==> config.mk <==
export PLATFORM = sky130hd
export DESIGN_NAME = tmr_match_top
export DESIGN_NICKNAME = d
export VERILOG_FILES = /design/src/rtl/tmr_pkg.sv /design/src/rtl/tmr_edge_sync.sv /design/src/rtl/tmr_match_bank.sv /design/src/rtl/tmr_match_top.sv
export SDC_FILE = /design/constraint.sdc
export NUM_CORES = 1
export LEC_CHECK = 0
export BUFFER_PORTS_ARGS = -buffer_cell sky130_fd_sc_hd__buf_2
export CAP_MARGIN = 10
export CORE_MARGIN = 1
export CORE_UTILIZATION = 60
export DETAILED_ROUTE_END_ITERATION = 12
export GPL_TIMING_DRIVEN = 0
export HOLD_SLACK_MARGIN = 0.03
export PLACE_DENSITY = 0.77
export RECOVER_POWER = 25
export SLEW_MARGIN = 15
export SYNTH_ARGS = -nofsm -noshare
export SYNTH_HDL_FRONTEND = slang
export SYNTH_SLANG_ARGS = --single-unit
==> constraint.sdc <==
create_clock -name clk -period 3.6 [get_ports clk]
set_input_delay 0.72 -clock clk [delete_from_list [all_inputs] [get_ports clk]]
set_output_delay 0.72 -clock clk [all_outputs]
set_load 0.05 [all_outputs]
==> src/rtl/tmr_pkg.sv <==
package tmr_pkg;

    // register word addresses; match value i sits at MATCH_BASE + i
    localparam logic [4:0] A_CTRL   = 5'd0;
    localparam logic [4:0] A_MODE   = 5'd1;
    localparam logic [4:0] A_COUNT  = 5'd2;
    localparam logic [4:0] A_PRE    = 5'd3;
    localparam logic [4:0] A_PCNT   = 5'd4;
    localparam logic [4:0] A_MACT   = 5'd5;
    localparam logic [4:0] A_CAPCTL = 5'd6;
    localparam logic [4:0] A_CAPV   = 5'd7;
    localparam logic [4:0] A_STAT   = 5'd8;
    localparam logic [4:0] A_CLEAR  = 5'd9;
    localparam logic [4:0] A_MATCH0 = 5'd16;

    typedef enum logic [1:0] {
        SRC_CLK  = 2'd0,
        SRC_RISE = 2'd1,
        SRC_FALL = 2'd2,
        SRC_BOTH = 2'd3
    } src_e;

endpackage

==> src/rtl/tmr_edge_sync.sv <==
module tmr_edge_sync #(
    parameter int SYNC = 2
) (
    input  logic clk,
    input  logic rst_n,
    input  logic din,
    output logic rise,
    output logic fall
);
    localparam int SW = SYNC + 1;

    logic [SW-1:0] s_d, s_q;

    always_comb begin
        s_d = {s_q[SW-2:0], din};
    end

    always_ff @(posedge clk or negedge rst_n) begin
        if (!rst_n) s_q <= '0;
        else        s_q <= s_d;
    end

    // the last synchronizer stage is compared with one extra history flop
    assign rise = s_q[SYNC-1] & ~s_q[SYNC];
    assign fall = ~s_q[SYNC-1] & s_q[SYNC];
endmodule

==> src/rtl/tmr_match_bank.sv <==
module tmr_match_bank #(
    parameter int NCH = 4,
    parameter int CW  = 16
) (
    input  logic [CW-1:0]     count,
    input  logic [NCH*CW-1:0] mval,
    input  logic [3*NCH-1:0]  act,
    input  logic              advance,
    output logic [NCH-1:0]    irq_set,
    output logic              rst_hit,
    output logic              stop_hit
);
    logic [NCH-1:0] evt, rst_v, stop_v;

    for (genvar g = 0; g < NCH; g++) begin : g_ch
        assign evt[g]     = advance && (count == mval[g*CW +: CW]);
        assign irq_set[g] = evt[g] & act[3*g];
        assign rst_v[g]   = evt[g] & act[3*g+1];
        assign stop_v[g]  = evt[g] & act[3*g+2];
    end

    assign rst_hit  = |rst_v;
    assign stop_hit = |stop_v;
endmodule

==> src/rtl/tmr_match_top.sv <==
module tmr_match_top
    import tmr_pkg::*;
#(
    parameter int NCH = 4,   // 3*NCH and NCH+1 must fit in CW
    parameter int CW  = 16,
    parameter int PW  = 8,
    parameter int AW  = 5
) (
    input  logic          clk,
    input  logic          rst_n,
    input  logic          wr_en,
    input  logic [AW-1:0] addr,
    input  logic [CW-1:0] wr_data,
    output logic [CW-1:0] rd_data,
    input  logic          cap_in,
    output logic          irq
);
    localparam int AB = 3 * NCH;
    localparam int SB = NCH + 1;

    typedef struct packed {
        logic              run;
        logic              clr;
        logic [1:0]        mode;
        logic [CW-1:0]     count;
        logic [PW-1:0]     pre;
        logic [PW-1:0]     pc;
        logic [AB-1:0]     act;
        logic [3:0]        capctl;
        logic [CW-1:0]     capv;
        logic [SB-1:0]     flags;
        logic [NCH*CW-1:0] mval;
    } st_t;

    st_t q, d;

    logic           c_rise, c_fall;
    logic [NCH-1:0] m_irq;
    logic           m_rst, m_stop;
    logic           tick, step, wrap, advance;
    logic           cap_evt, cap_set, clr_now;

    tmr_edge_sync #(.SYNC(2)) u_sync (
        .clk  (clk),
        .rst_n(rst_n),
        .din  (cap_in),
        .rise (c_rise),
        .fall (c_fall)
    );

    tmr_match_bank #(.NCH(NCH), .CW(CW)) u_bank (
        .count   (q.count),
        .mval    (q.mval),
        .act     (q.act),
        .advance (advance),
        .irq_set (m_irq),
        .rst_hit (m_rst),
        .stop_hit(m_stop)
    );

    always_comb begin
        unique case (src_e'(q.mode))
            SRC_CLK:  tick = 1'b1;
            SRC_RISE: tick = c_rise;
            SRC_FALL: tick = c_fall;
            default:  tick = c_rise | c_fall;
        endcase
        clr_now = q.clr | (wr_en && addr == A_CTRL && wr_data[1]);
        step    = q.run & tick & ~q.clr;
        wrap    = q.pc >= q.pre;
        advance = step & wrap;
        cap_evt = q.capctl[3] & ((q.capctl[0] & c_rise) | (q.capctl[1] & c_fall));
        cap_set = cap_evt & q.capctl[2];
    end

    always_comb begin
        d = q;
        // hardware progress
        if (step) d.pc = wrap ? '0 : q.pc + PW'(1);
        if (advance) begin
            if (m_rst)        d.count = '0;
            else if (!m_stop) d.count = q.count + CW'(1);
            if (m_stop)       d.run = 1'b0;
        end
        if (cap_evt) d.capv = q.count;
        if (wr_en && addr == A_CLEAR) d.flags = q.flags & ~wr_data[SB-1:0];
        d.flags = d.flags | {cap_set, m_irq};
        if (clr_now) begin
            d.count = '0;
            d.pc    = '0;
        end
        // software writes override hardware on the written field
        if (wr_en) begin
            unique case (addr)
                A_CTRL:   begin d.run = wr_data[0]; d.clr = wr_data[1]; end
                A_MODE:   d.mode   = wr_data[1:0];
                A_COUNT:  d.count  = wr_data;
                A_PRE:    d.pre    = wr_data[PW-1:0];
                A_MACT:   d.act    = wr_data[AB-1:0];
                A_CAPCTL: d.capctl = wr_data[3:0];
                default:  ;
            endcase
            for (int i = 0; i < NCH; i++) begin
                if (addr == A_MATCH0 + AW'(i)) d.mval[i*CW +: CW] = wr_data;
            end
        end
    end

    always_ff @(posedge clk or negedge rst_n) begin
        if (!rst_n) q <= '0;
        else        q <= d;
    end

    always_comb begin
        rd_data = '0;
        unique case (addr)
            A_CTRL:   rd_data[1:0]    = {q.clr, q.run};
            A_MODE:   rd_data[1:0]    = q.mode;
            A_COUNT:  rd_data         = q.count;
            A_PRE:    rd_data[PW-1:0] = q.pre;
            A_PCNT:   rd_data[PW-1:0] = q.pc;
            A_MACT:   rd_data[AB-1:0] = q.act;
            A_CAPCTL: rd_data[3:0]    = q.capctl;
            A_CAPV:   rd_data         = q.capv;
            A_STAT:   rd_data[SB-1:0] = q.flags;
            default:  ;
        endcase
        for (int i = 0; i < NCH; i++) begin
            if (addr == A_MATCH0 + AW'(i)) rd_data = q.mval[i*CW +: CW];
        end
    end

    assign irq = |q.flags;
endmodule

[Word level (Yosys, flattened, before mapping)]
Index checks and enable logic that the tools add are counted.
Word-level totals
  bits in registers: 140
  bits in latches: 0
  RAM bits: 0
  memory bits (read-only): 0
  word-level logic and storage cells: 115
  memories: 0
Operators by class
  $add $sub $neg: 2
  multiply operators: 0
  divide/modulo/power cells: 0
  order comparisons: 1
  eq/ne operators: 19
  shift-type cells: 0
  muxes and demuxes: 26
  bitwise operators: 30
  reductions and logical operators: 22
Operators by type and width (number)
  $mux W16: 9
  $eq A16 B16 Y1: 4
  $mux W8: 4
  $mux W28: 1
  $and A1 B1 Y1: 21
  $eq A5 B3 Y1 const B: 4
  $eq A5 B5 Y1 const B: 4
  $pmux W2 S9: 1
  $reduce_and A2 Y1: 9
  $add A16 B1 Y16 const B: 1
  $pmux W3 S5: 1
  $pmux W2 S7: 1
  $pmux W4 S3: 1
  $eq A5 B2 Y1 const B: 2
  $eq A5 B4 Y1 const B: 2
  $add A8 B1 Y8 const B: 1
  $ge A8 B8 Y1: 1
  $pmux W4 S2: 1
  $reduce_or A4 Y1: 2
  $logic_and A1 B1 Y1: 7
  $pmux W1 S6: 1
  $and A5 B5 Y5: 1
  $eq A5 B1 Y1 const B: 1
  $logic_not A5 Y1: 1
  13 further kinds: 19

[Logic depth before layout (Yosys ltp)]
Gate-level depths: netlist (run 1).
  word-level depth: 16
  mapped depth: 11
  mapped depth without buffers: 10

[By module]
A second synthesis (run 1) with hierarchy kept.
Second synthesis, totals
  cells, all modules: 715
  area, all modules: 7853.8 µm²
By module, submodules not included
  tmr_match_top: instances 1, cells each 598, area an instance 6885.4 µm², sequential area each 3428.3 µm²
  tmr_match_bank: instances 1, cells each 112, area an instance 878.3 µm², sequential area each 0.0 µm²
  tmr_edge_sync: instances 1, cells each 5, area an instance 90.1 µm², sequential area each 75.1 µm²

[Least setup slack after synthesis (run 1)]
OpenSTA, ideal clock, no wires.
  path kind: in2out
  from: input port addr[4]
  to: output port rd_data[3]
  data arrival time: 3123 ps
  data required time: 2880 ps
  slack: -243 ps
  stages: 8
  path buffers: 2
  cells stage by stage: clkbuf_1 or3b_2 nor2_1 buf_2 a22oi_1 nand4_1 nor2_1 o21ai_0
Between the ends
  cells in the longest elaborated chain, start to end: 6
  elaborated cells between the ends (all ways): 16
  classes of those cells: 11 x eq/ne; 5 x mux
RTL lines
  from (decl): line tmr_match_top.sv:12  | input logic [AW-1:0] addr,
  $eq A5 B4 Y1, or another cell as far along: line tmr_match_top.sv:116  | unique case (addr)
  $pmux W2 S7: line tmr_match_top.sv:116
  $mux W16 (3 in series): line tmr_match_top.sv:129  | if (addr == A_MATCH0 + AW'(i)) rd_data = q.mval[i*CW +: CW];
  $mux W16 *: line tmr_match_top.sv:129
  to (decl): line tmr_match_top.sv:14  | output logic [CW-1:0] rd_data,
Mark *: on every way between the ends. The rest lies on a longest branch, timed or not.

[Final worst setup path (run 1)]
  from: input port addr[0]
  to: output port rd_data[2]
Same word-level chain as after synthesis.

==> reports/metrics.csv, run 1 <==
stage;metric;value;unit
drt;drt-initial-drc-count;828;
placed_design;place.detailed.hpwl;16200;um
drt;vias;6428;
run;max-cap-violations;1;
floorplanning;rows;41;
drt;wl;22900;um
layout;fillers;909;
global_route;grt_overflow;0;
drt;route.detailed.drc;0;
clock_tree;htreeDepth;4;
pwr;combPwrFrac;22.8;%
logic_synthesis;synth.avg_cell_area;10.9;sq um
floorplanning;io_pins;42;
pwr;p_clk_share;35.6;%
layout;multiInputGateArea;4000;sq um
floorplanning;core;12600;sq um
critical_path;required;2.88;ns
floorplanning;die_w;115;um
sta;final.min_clock_period;3.59;ns
status;status;complete, but fails checks;
floorplanning;initial_core_util;61.4;%
clock_tree;cts_tree;done;
layout;drive_gt1_share;30.2;%
layout;antennaDiodeCount;0;
pwr;ir_worst_vdd;460;uV
global_route;grt_pass1_wl;35200;um
logic_synthesis;yosys_register_bits;140;
sta;relSlewSlack;-28.5;%
critical_path;crit_type;in -> out;
hold_path;worstHoldStart;u_sync.s_q[0];
logic_synthesis;synth_nets;747;
clock_tree;cts_inserted_buffers;17;
status;violations;max-capacitance violations, max-slew violations;
critical_path;worstPathArrival;2.87;ns
drt;ant_nets;0;
pwr;totalPowerFinal;5.10;mW
logic_synthesis;syn-cell-area;7710;sq um
critical_path;cp-end-kind;primary output;
global_route;grt_start_max_net_pins;109;
pwr;p_int;3.50;mW
drt;vias_per_cell;6.75;
clock_tree;clock_latency;0.44;ns
pwr;powerDensity;576;nW/um^2
pwr;swShare;31.3;%
sta;clock_skew;0.0104;ns
logic_synthesis;synthArstFlopShare;100;%
sta;holdWs;0.369;ns
global_route;track_usage;36.8;%
placed_design;numPortBuffers;36;
logic_synthesis;synth.distinct_cells;50;
critical_path;r2r-start;q[132];
pwr;seq_power_share;41.5;%
sta;tightest_slew;1.93;ns
layout;final-seq-area;3500;sq um
sta;slew_viol_final;33;
drt;routedWlPerCell;24.1;um
layout;fin_nets;806;
clock_tree;clkTransAtPathRegs;0.06;ns
global_route;grt_pass1_vias;6348;
critical_path;worst-path-max-fanout;10;
logic_synthesis;synth-edff-count;0;
pwr;net-switching-power;1.60;mW
sta;rsz0062_at_grt;true;
placed_design;gp_congestion;0.946;
sta;final-setup-viol-count;0;
hold_path;hold_path.class;reg -> reg;
sta;finalHoldViolations;0;
floorplanning;fp.dieH;115;um
clock_tree;cts.path.max_buffers;2;
critical_path;worstSetupStartpoint;addr[0];
global_route;antenna_found_initial;0;
sta;setup_ws;0.00993;ns
critical_path;cp-start-kind;primary input;
drt;firstDrtPassIters;6;
pwr;p_leak;3.77;nW
logic_synthesis;ys_warn_count;0;
logic_synthesis;syn_inst;710;
layout;syn2layout_area_growth;14.8;%
logic_synthesis;ys_seq_area_share;45.4;%
placed_design;pre_cts_ws;-0.386;ns
clock_tree;clockRootBuffer;clkbuf_16;
sta;min_period_over_period;99.7;%
floorplanning;die-area;13300;sq um
clock_tree;cts_sinks;140;
logic_synthesis;synthFlopType;dfrtp_1;
sta;fmax;279;MHz
==> layer usage <==
metal / vias to the layer above / GRT usage, % / share of wire [%]
li1: 2711 / - / -
met1: 3184 / 48.9 / 38
met2: 448 / 56.8 / 46
met3: 85 / 10.2 / 12
met4: 0 / 16.0 / 3.7
met5: - / 0 / 0
==> Yosys cell counts (2+ instances only) <==
cell type | n | share of area (%)
dfrtp_1 | 140 | 45
mux2_2 | 109 | 16
xnor2_1 | 78 | 8.9
a22oi_1 | 37 | 3.6
nor2_1 | 37 | 1.8
nand2_1 | 34 | 1.7
nand3_1 | 33 | 2.1
o21ai_0 | 23 | 1.5
nand4_1 | 22 | 1.8
clkbuf_1 | 18 | 0.88
inv_1 | 17 | 0.83
buf_2 | 14 | 0.91
ha_1 | 12 | 1.9
nand2b_1 | 12 | 0.97
a21oi_1 | 10 | 0.65
o21ai_1 | 10 | 0.65
nor3_1 | 9 | 0.58
nor4_1 | 9 | 0.73
buf_4 | 8 | 0.78
a221oi_1 | 7 | 0.79
a31oi_1 | 7 | 0.57
and3_1 | 7 | 0.57
a22o_1 | 5 | 0.57
a32o_1 | 5 | 0.65
a222oi_1 | 4 | 0.52
buf_1 | 4 | 0.19
nor4_2 | 4 | 0.65
mux2i_1 | 3 | 0.39
o22ai_1 | 3 | 0.24
or3_1 | 3 | 0.24
a22oi_2 | 2 | 0.32
a41oi_1 | 2 | 0.23
nand2_2 | 2 | 0.16
nor3_2 | 2 | 0.26
o32ai_1 | 2 | 0.23
or2_2 | 2 | 0.16
==> critical path, cell delays in order <==
cell,delay [ns]
clkbuf_1,0.23
nand2b_1,0.38
nor2_2,0.31
buf_2,0.36
a22oi_1,0.14
nand4_1,0.15
nor2_1,0.07
o21ai_1,0.20
buf_2,0.30
==> path summary, 6_finish.rpt <==
kind	cells after the start	to	slack, ns
worst max-delay path	9	rd_data[2]	0.01
worst min-delay path	0	u_sync.s_q[1]	0.37
worst max register to register	9	q[125]	0.51
worst min register to register	0	u_sync.s_q[1]	0.37
max in group asynchronous	2	q[36]	1.49
min in group asynchronous	1	q[101]	0.82
==> final cells by class <==
class	count	area share (%)
tap	172	2.43
inverter	17	0.720
multi-input combinational	508	45.1
timing repair buffer	40	2.64
clock inverter	12	1.95
sequential	140	39.6
clock buffer	19	4.89
buffer	45	2.67
==> cells in the final DEF (no fill, tap or decap), drive strengths merged, types with 33 or more instances in the layout <==
| cell | n |
|---|---|
| a22oi | 39 |
| buf | 63 |
| clkbuf | 41 |
| dfrtp | 140 |
| mux2 | 109 |
| nand2 | 36 |
| nand3 | 33 |
| nor2 | 37 |
| o21ai | 34 |
| xnor2 | 78 |
==> sequential cells by signal, summed over array words and instances (netlist names) <==
| name | flops |
|---|---|
| q | 137 |
| u_sync.s_q | 3 |
==> repair_timing <==
action                     CTS  global route
pin swaps                    1             0
setup buffers                2             1
setup endpoints to repair   16            12
gates resized for setup     16             7
cloned                       0             0
hold buffers                 0             0
==> kinds of logic (layout without fill, tap and decap cells) <==
family	after synthesis	in the layout	share of synthesized area (%)
and+or+nand+nor	181	181	12.3
DFF	140	140	45.4
AOI/OAI and AO/OA	124	124	11.4
muxes	112	112	16.3
xor gates and xnor gates	79	79	8.97
buffers and inverters	62	133	3.73
adders and majority gates	12	12	1.95
==> stage by stage <==
| stage | util (%) | TNS (ns) | instance area (sq um) | cells |
|---|---|---|---|---|
| after global placement | 64.8 | -13.92 | 8140 | 918 |
| after CTS | 70.4 | -0.00360 | 8850 | 952 |
| after global routing | 70.5 | -0.0919 | 8860 | 953 |
| final | 70.5 | 0 | 8860 | 953 |
| after floorplan | - | 0 | 7750 | 710 |
| after detailed placement | 65.1 | -4.41 | 8180 | 919 |
==> power by group through the flow <==
stage	clock network (mW)	logic, mW	registers (mW)
2_1_floorplan	0	0.835	2.04
3_3_place_gp	0	1.09	2.11
3_5_place_dp	0	1.13	2.13
4_1_cts	1.82	1.15	2.10
5_1_grt	1.88	1.25	2.15
6_report	1.82	1.16	2.12
Note: power is estimated with default switching activity, not from simulation.
==> run 2: changes to the inputs <==
--- a/config.mk
+++ b/config.mk
@@ -5,14 +5,15 @@
 export SDC_FILE = /design/constraint.sdc
 export NUM_CORES = 1
 export LEC_CHECK = 0
+export ABC_AREA = 1
 export BUFFER_PORTS_ARGS = -buffer_cell sky130_fd_sc_hd__buf_2
 export CAP_MARGIN = 10
 export CORE_MARGIN = 1
-export CORE_UTILIZATION = 60
+export CORE_UTILIZATION = 45
 export DETAILED_ROUTE_END_ITERATION = 12
 export GPL_TIMING_DRIVEN = 0
 export HOLD_SLACK_MARGIN = 0.03
-export PLACE_DENSITY = 0.77
+export PLACE_DENSITY = 0.61
 export RECOVER_POWER = 25
 export SLEW_MARGIN = 15
 export SYNTH_ARGS = -nofsm -noshare
==> run 2 against run 1 <==
  * The flow still finishes with violations (max-capacitance violations, max-slew violations)
  * Flip-flop and latch count is the same
  * First-iteration DRC count shrank 2.8%
  * Critical path depth grew 1
  * Sequential power shrank 7%
  * Final cell count grew 44%
  * Sequential share of layout area shrank 1.2 points
  * Critical path type unchanged
==> reports/metrics.csv, run 2 <==
stage;metric;value;unit
layout;finalNonFillerCells;1370;
sta;slew_viol_final;72;
sta;fmax;281;MHz
logic_synthesis;syn-cell-area;8020;sq um
drt;ant_nets;0;
critical_path;cp-start-kind;primary input;
critical_path;critPathBufInv;4;
clock_tree;cts_tree;done;
layout;drive_gt1_share;12.0;%
clock_tree;post_cts_buffers;0;
placed_design;numPortBuffers;41;
sta;relSlewSlack;-28.8;%
floorplanning;die_w;136;um
hold_path;worstHoldStart;u_sync.s_q[0];
global_route;grt_use_met1;44.2;%
critical_path;path_cells;buf_2 -> nor2_1 -> inv_1 -> nor3_2 -> clkbuf_2 -> nand2_1 -> nand4_1 -> a21oi_1 -> nand3_1 -> buf_2;
pwr;p_leak;4.35;nW
global_route;grt_pass1_wl;41700;um
pwr;p_int;3.09;mW
status;violations;max-capacitance violations, max-slew violations;
drt;vias_per_cell;5.53;
floorplanning;fp.dieH;136;um
clock_tree;clockRootBuffer;clkbuf_16;
pwr;powerDensity;500;nW/um^2
critical_path;slowest_stage;nor3_2;
drt;vias;7576;
pwr;seq_power_share;43.3;%
critical_path;r2r_slack;1.02;ns
global_route;grt_overflow;0;
logic_synthesis;yosys.area.top_type;dfrtp_1;
layout;fin_nets;1168;
floorplanning;rows;48;
clock_tree;htreeDepth;4;
clock_tree;ctsHoldBuffers;0;
logic_synthesis;yosysMostFrequentCell;nand2_1;
layout;final_cell_mix;nand2_1 (354), dfrtp_1 (140), o21ai_0 (126);
global_route;grt_start_max_net_pins;73;
clock_tree;cts_sinks;140;
floorplanning;initial_core_util;46.2;%
logic_synthesis;syn_inst;1071;
logic_synthesis;synthArstFlopShare;100;%
critical_path;worst-path-max-fanout;10;
pwr;ir_worst_vdd;389;uV
status;status;complete, but fails checks;
layout;syn2layout_area_growth;13.8;%
global_route;met2_usage;48.3;%
floorplanning;die-area;18400;sq um
drt;wl;27100;um
sta;tightest_slew;1.93;ns
sta;clock_skew;0.0138;ns
layout;largest_reg_flops;137;
logic_synthesis;synth-edff-count;0;
placed_design;dp.cells;1338;
logic_synthesis;synth_top_area_share;43.7;%
critical_path;required;2.88;ns
critical_path;worstSetupStartpoint;addr[1];
clock_tree;cts_inserted_buffers;17;
pwr;combPwrFrac;19.0;%
global_route;grt.busiest_layer;met2;
pwr;totalPowerFinal;4.57;mW
drt;firstDrtPassIters;5;
sta;holdWs;0.349;ns
run;max-cap-violations;1;
logic_synthesis;ys_top_cells_by_area;dfrtp_1 (44%), nand2_1 (17%), o21ai_0 (7.9%);
critical_path;r2r_cells;11;
clock_tree;clkTransAtPathRegs;0.06;ns
layout;final_common_cell;nand2_1;
hold_path;hold-path-endpoint;u_sync.s_q[1];
critical_path;worstPathArrival;2.84;ns
sta;rsz0062_at_grt;false;
sta;min_period_over_period;98.9;%
drt;drt-initial-drc-count;805;
layout;largest_register;q;
sta;finalHoldViolations;0;
hold_path;hold_path.class;reg -> reg;
sta;final-setup-viol-count;0;
hold_path;worstHoldPathCells;0;
critical_path;path_common_cell;buf_2;
logic_synthesis;yosys_register_bits;140;
drt;routedWlPerCell;19.8;um
placed_design;place.detailed.hpwl;19500;um
logic_synthesis;synth_common_cells;nand2_1 (354), dfrtp_1 (140), o21ai_0 (126);
critical_path;cp_top_family;simple AND/OR/NAND/NOR gates;
clock_tree;clock_latency;0.43;ns
global_route;use_met3;5.87;%
critical_path;cp-end-kind;primary output;
global_route;antenna_found_initial;0;
logic_synthesis;ys_warn_count;0;
logic_synthesis;synth_nets;1108;
global_route;grt_pass1_vias;7229;
logic_synthesis;ys_seq_area_share;43.7;%
placed_design;gp_congestion;0.901;
logic_synthesis;synth.distinct_cells;43;
clock_tree;cts.path.max_buffers;2;
layout;top_regs;q x137, u_sync.s_q x3;
pwr;net-switching-power;1.48;mW
critical_path;crit_type;in -> out;
logic_synthesis;synthFlopType;dfrtp_1;
pwr;p_clk_share;37.7;%
pwr;swShare;32.4;%
drt;route.detailed.drc;0;
logic_synthesis;synth.avg_cell_area;7.49;sq um
floorplanning;io_pins;42;
global_route;track_usage;31.1;%
critical_path;r2r-start;u_sync.s_q[1];
sta;final.min_clock_period;3.56;ns
floorplanning;core;17400;sq um
critical_path;rr_endpoint;q[127];
critical_path;slowest_delay;0.51;ns
run 2: cell types whose count changed after synthesis, sizes merged, moves of 12 or more:
cell / change
nand2b: -12
o21ai: +96
nand2: +321
nor2: +31
nand3: +31
inv: +96
a22oi: -39
mux2: -109
xnor2: -34
run 2: timing repair:
item                       CTS  global route
setup endpoints to repair   14             7
hold endpoints to repair     0             0
resized for setup            6             7
pin swaps                    0             0
run 2: metrics by stage:
stage               area (sq um)  util (%)  TNS, ns  setup slack [ns]
floorplan                   8020         -        0             0.513
global placement            8510      49.0   -47.44            -0.450
detailed placement          8550      49.2    -3.14            -0.399
CTS                         9130      52.6        0           0.00918
global route                9130      52.6        0           0.00540
finish                      9130      52.6        0            0.0384
run 2: cell type report:
type,instances,area (sq um)
diodes,1,2.50
repair buffers,42,233
inverters,113,427
multi-input cells,769,3820
plain buffers,48,295
flip-flops and latches,140,3500
fillers,1726,8220
clock buffers,19,453
well taps,225,282
clock inverters,13,118
run 2: layer usage:
metal / wire length, um / part of all wire [%]
met1: 12200 / 45
met2: 12200 / 45
met3: 2160 / 8.0
met4: 520 / 1.9
met5: 0 / 0
run 2: kinds of logic after synthesis:
logic type / count (synthesis) / share of synthesized area (%)
DFF: 140 / 43.7
buffers and inverters: 162 / 8.98
xor gates and xnor gates: 44 / 4.80
adders and majority gates: 12 / 1.87
AOI/OAI and AO/OA: 177 / 12.4
and+or+nand+nor: 536 / 28.2
run 2: worst max path at each step:
stage,endpoint,cells past startpoint
after floorplan,rd_data[4],8
after global placement,rd_data[3],10
after detailed placement,rd_data[3],10
after CTS,rd_data[6],9
after global routing,rd_data[12],12
final,rd_data[3],10
run 2: power by group through the flow:
stage	clock network [mW]	registers [mW]	logic, mW
2_1_floorplan	0	1.96	0.600
3_3_place_gp	0	1.99	0.838
3_5_place_dp	0	1.99	0.860
4_1_cts	1.74	1.97	0.864
5_1_grt	1.80	2.01	0.977
6_report	1.72	1.98	0.869
==> run 3: changes to the inputs <==
--- a/config.mk
+++ b/config.mk
@@ -5,7 +5,7 @@
 export SDC_FILE = /design/constraint.sdc
 export NUM_CORES = 1
 export LEC_CHECK = 0
-export ABC_AREA = 1
+export ABC_AREA = 0
 export BUFFER_PORTS_ARGS = -buffer_cell sky130_fd_sc_hd__buf_2
 export CAP_MARGIN = 10
 export CORE_MARGIN = 1
==> run 3 against run 2 <==
  * The flow still finishes with violations (max-capacitance violations, max-slew violations)
  * Final cell count is 27% lower
  * Core utilization is 1.2 points higher
  * Power is 12% higher
  * Global-route usage is 2.2 points lower
  * Combinational power is 35% higher
  * Die area is 3.8% lower
  * Worst setup slack worse by 0.0023 ns
  * Critical endpoint is now rd_data[13]
  * Largest cell class unchanged
  * Largest power group unchanged
  * Highest routed layer unchanged
==> reports/metrics.csv, run 3 (synthesis gave the netlist of run 1 again) <==
stage;metric;value;unit
status;status;complete, but fails checks;
status;violations;max-capacitance violations, max-slew violations;
floorplanning;io_pins;42;
floorplanning;initial_core_util;46.3;%
layout;final-seq-area;3500;sq um
floorplanning;fp.dieH;133;um
critical_path;cp-end-kind;primary output;
critical_path;required;2.88;ns
clock_tree;cts.path.max_buffers;2;
critical_path;crit_type;in -> out;
sta;tightest_slew;1.64;ns
critical_path;worst-path-max-fanout;10;
layout;multiInputGateArea;4010;sq um
layout;final_cell_mix;dfrtp_1 (140), mux2_2 (109), xnor2_1 (78);
critical_path;r2r_cells;10;
sta;final-setup-viol-count;0;
layout;fin_nets;810;
sta;holdWs;0.355;ns
hold_path;worstHoldPathCells;0;
sta;clock_skew;0.00939;ns
pwr;swShare;32.0;%
global_route;grt_pass1_vias;6324;
pwr;p_leak;3.78;nW
layout;top_regs;q x137, u_sync.s_q x3;
global_route;grt_start_max_net_pins;77;
clock_tree;cts_tree;done;
drt;route.detailed.drc;0;
pwr;ir_worst_vdd;366;uV
clock_tree;clock_latency;0.43;ns
drt;vias;6298;
critical_path;worstPathArrival;2.84;ns
drt;vias_per_cell;6.26;
global_route;grt_pass1_wl;37500;um
pwr;powerDensity;571;nW/um^2
drt;routedWlPerCell;24.3;um
sta;relSlewSlack;-9.18;%
run;max-cap-violations;1;
sta;min_period_over_period;99.0;%
global_route;grt_overflow;0;
global_route;track_usage;28.9;%
placed_design;place.detailed.hpwl;17300;um
pwr;p_int;3.48;mW
sta;setup_ws;0.0361;ns
drt;drt-initial-drc-count;655;
layout;largest_register;q;
sta;final.min_clock_period;3.56;ns
layout;drive_gt1_share;30.7;%
drt;wl;24400;um
floorplanning;core;16600;sq um
pwr;p_clk_share;35.5;%
hold_path;hold_path.class;reg -> reg;
pwr;seq_power_share;41.5;%
clock_tree;htreeDepth;4;
drt;ant_nets;0;
floorplanning;die_w;133;um
floorplanning;die-area;17700;sq um
critical_path;cp-start-kind;primary input;
layout;fillers;1443;
sta;finalHoldViolations;0;
placed_design;pre_cts_ws;-0.458;ns
pwr;combPwrFrac;23.0;%
sta;slew_viol_final;66;
placed_design;numPortBuffers;36;
drt;firstDrtPassIters;7;
pwr;net-switching-power;1.63;mW
sta;fmax;281;MHz
layout;syn2layout_area_growth;16.0;%
placed_design;gp_congestion;0.947;
floorplanning;rows;47;
global_route;antenna_found_initial;1;
clock_tree;cts_inserted_buffers;17;
clock_tree;cts_sinks;140;
clock_tree;clockRootBuffer;clkbuf_16;
layout;largest_reg_flops;137;
clock_tree;clkTransAtPathRegs;0.06;ns
layout;final_common_cell;dfrtp_1;
[run 3: area by class of cell]
class / count / area share, %
plain buffers: 45 / 2.70
repair buffers: 44 / 2.82
multi-input cells: 508 / 44.8
well taps: 220 / 3.08
clock inverters: 10 / 1.58
clock buffers: 21 / 5.14
inverters: 17 / 0.713
diodes: 1 / 0.0280
flip-flops and latches: 140 / 39.1
[run 3: worst max-delay path: stages]
cell	delay (ns)
clkbuf_1	0.25
nand2b_1	0.42
nor2_2	0.32
clkbuf_4	0.32
buf_2	0.32
a22oi_1	0.13
nand3_1	0.08
buf_2	0.27
[run 3: worst paths after layout]
kind	end	slack [ns]	start
worst min register to register	u_sync.s_q[1]	0.36	u_sync.s_q[0]
worst max register to register	q[66]	0.63	q[101]
max in group asynchronous	q[3]	0.98	rst_n
worst max-delay path	rd_data[13]	0.04	addr[0]
min in group asynchronous	u_sync.s_q[0]	0.68	rst_n
worst min-delay path	u_sync.s_q[1]	0.36	u_sync.s_q[0]
[run 3: layer usage]
metal	global-route usage [%]	wire length, um	part of all wire (%)	up-vias
met5	1.39	0	0	-
met4	13.1	1070	4.4	0
met3	7.01	2390	9.8	74
met2	43.4	10900	44	316
met1	39.3	10100	41	3187
li1	-	-	-	2721
[run 3: power groups by stage]
| stage | Combinational, mW | Clock [mW] | Sequential (mW) |
|---|---|---|---|
| after floorplan | 0.835 | 0 | 2.04 |
| after global placement | 1.12 | 0 | 2.12 |
| after detailed placement | 1.15 | 0 | 2.14 |
| after CTS | 1.16 | 1.82 | 2.11 |
| after global routing | 1.27 | 1.90 | 2.15 |
| final | 1.17 | 1.81 | 2.12 |
[run 3: repair_timing]
item / in CTS / in global routing
pin swaps: 1 / 3
endpoints found under the hold margin: 0 / 0
resized for setup: 14 / 17
setup buffers: 2 / 5
setup endpoints to repair: 16 / 16
hold buffers: 0 / 0
[run 3: per-stage QoR]
step	power, mW	instances	instance area, sq um	TNS (ns)	utilization (%)
floorplan	2.87	710	7750	0	-
global placement	3.24	966	8200	-22.47	49.3
detailed placement	3.29	967	8240	-5.51	49.5
CTS	5.09	1000	8890	-0.0175	53.4
global route	5.31	1006	8950	-0.00473	53.8
finish	5.11	1006	8950	0	53.8
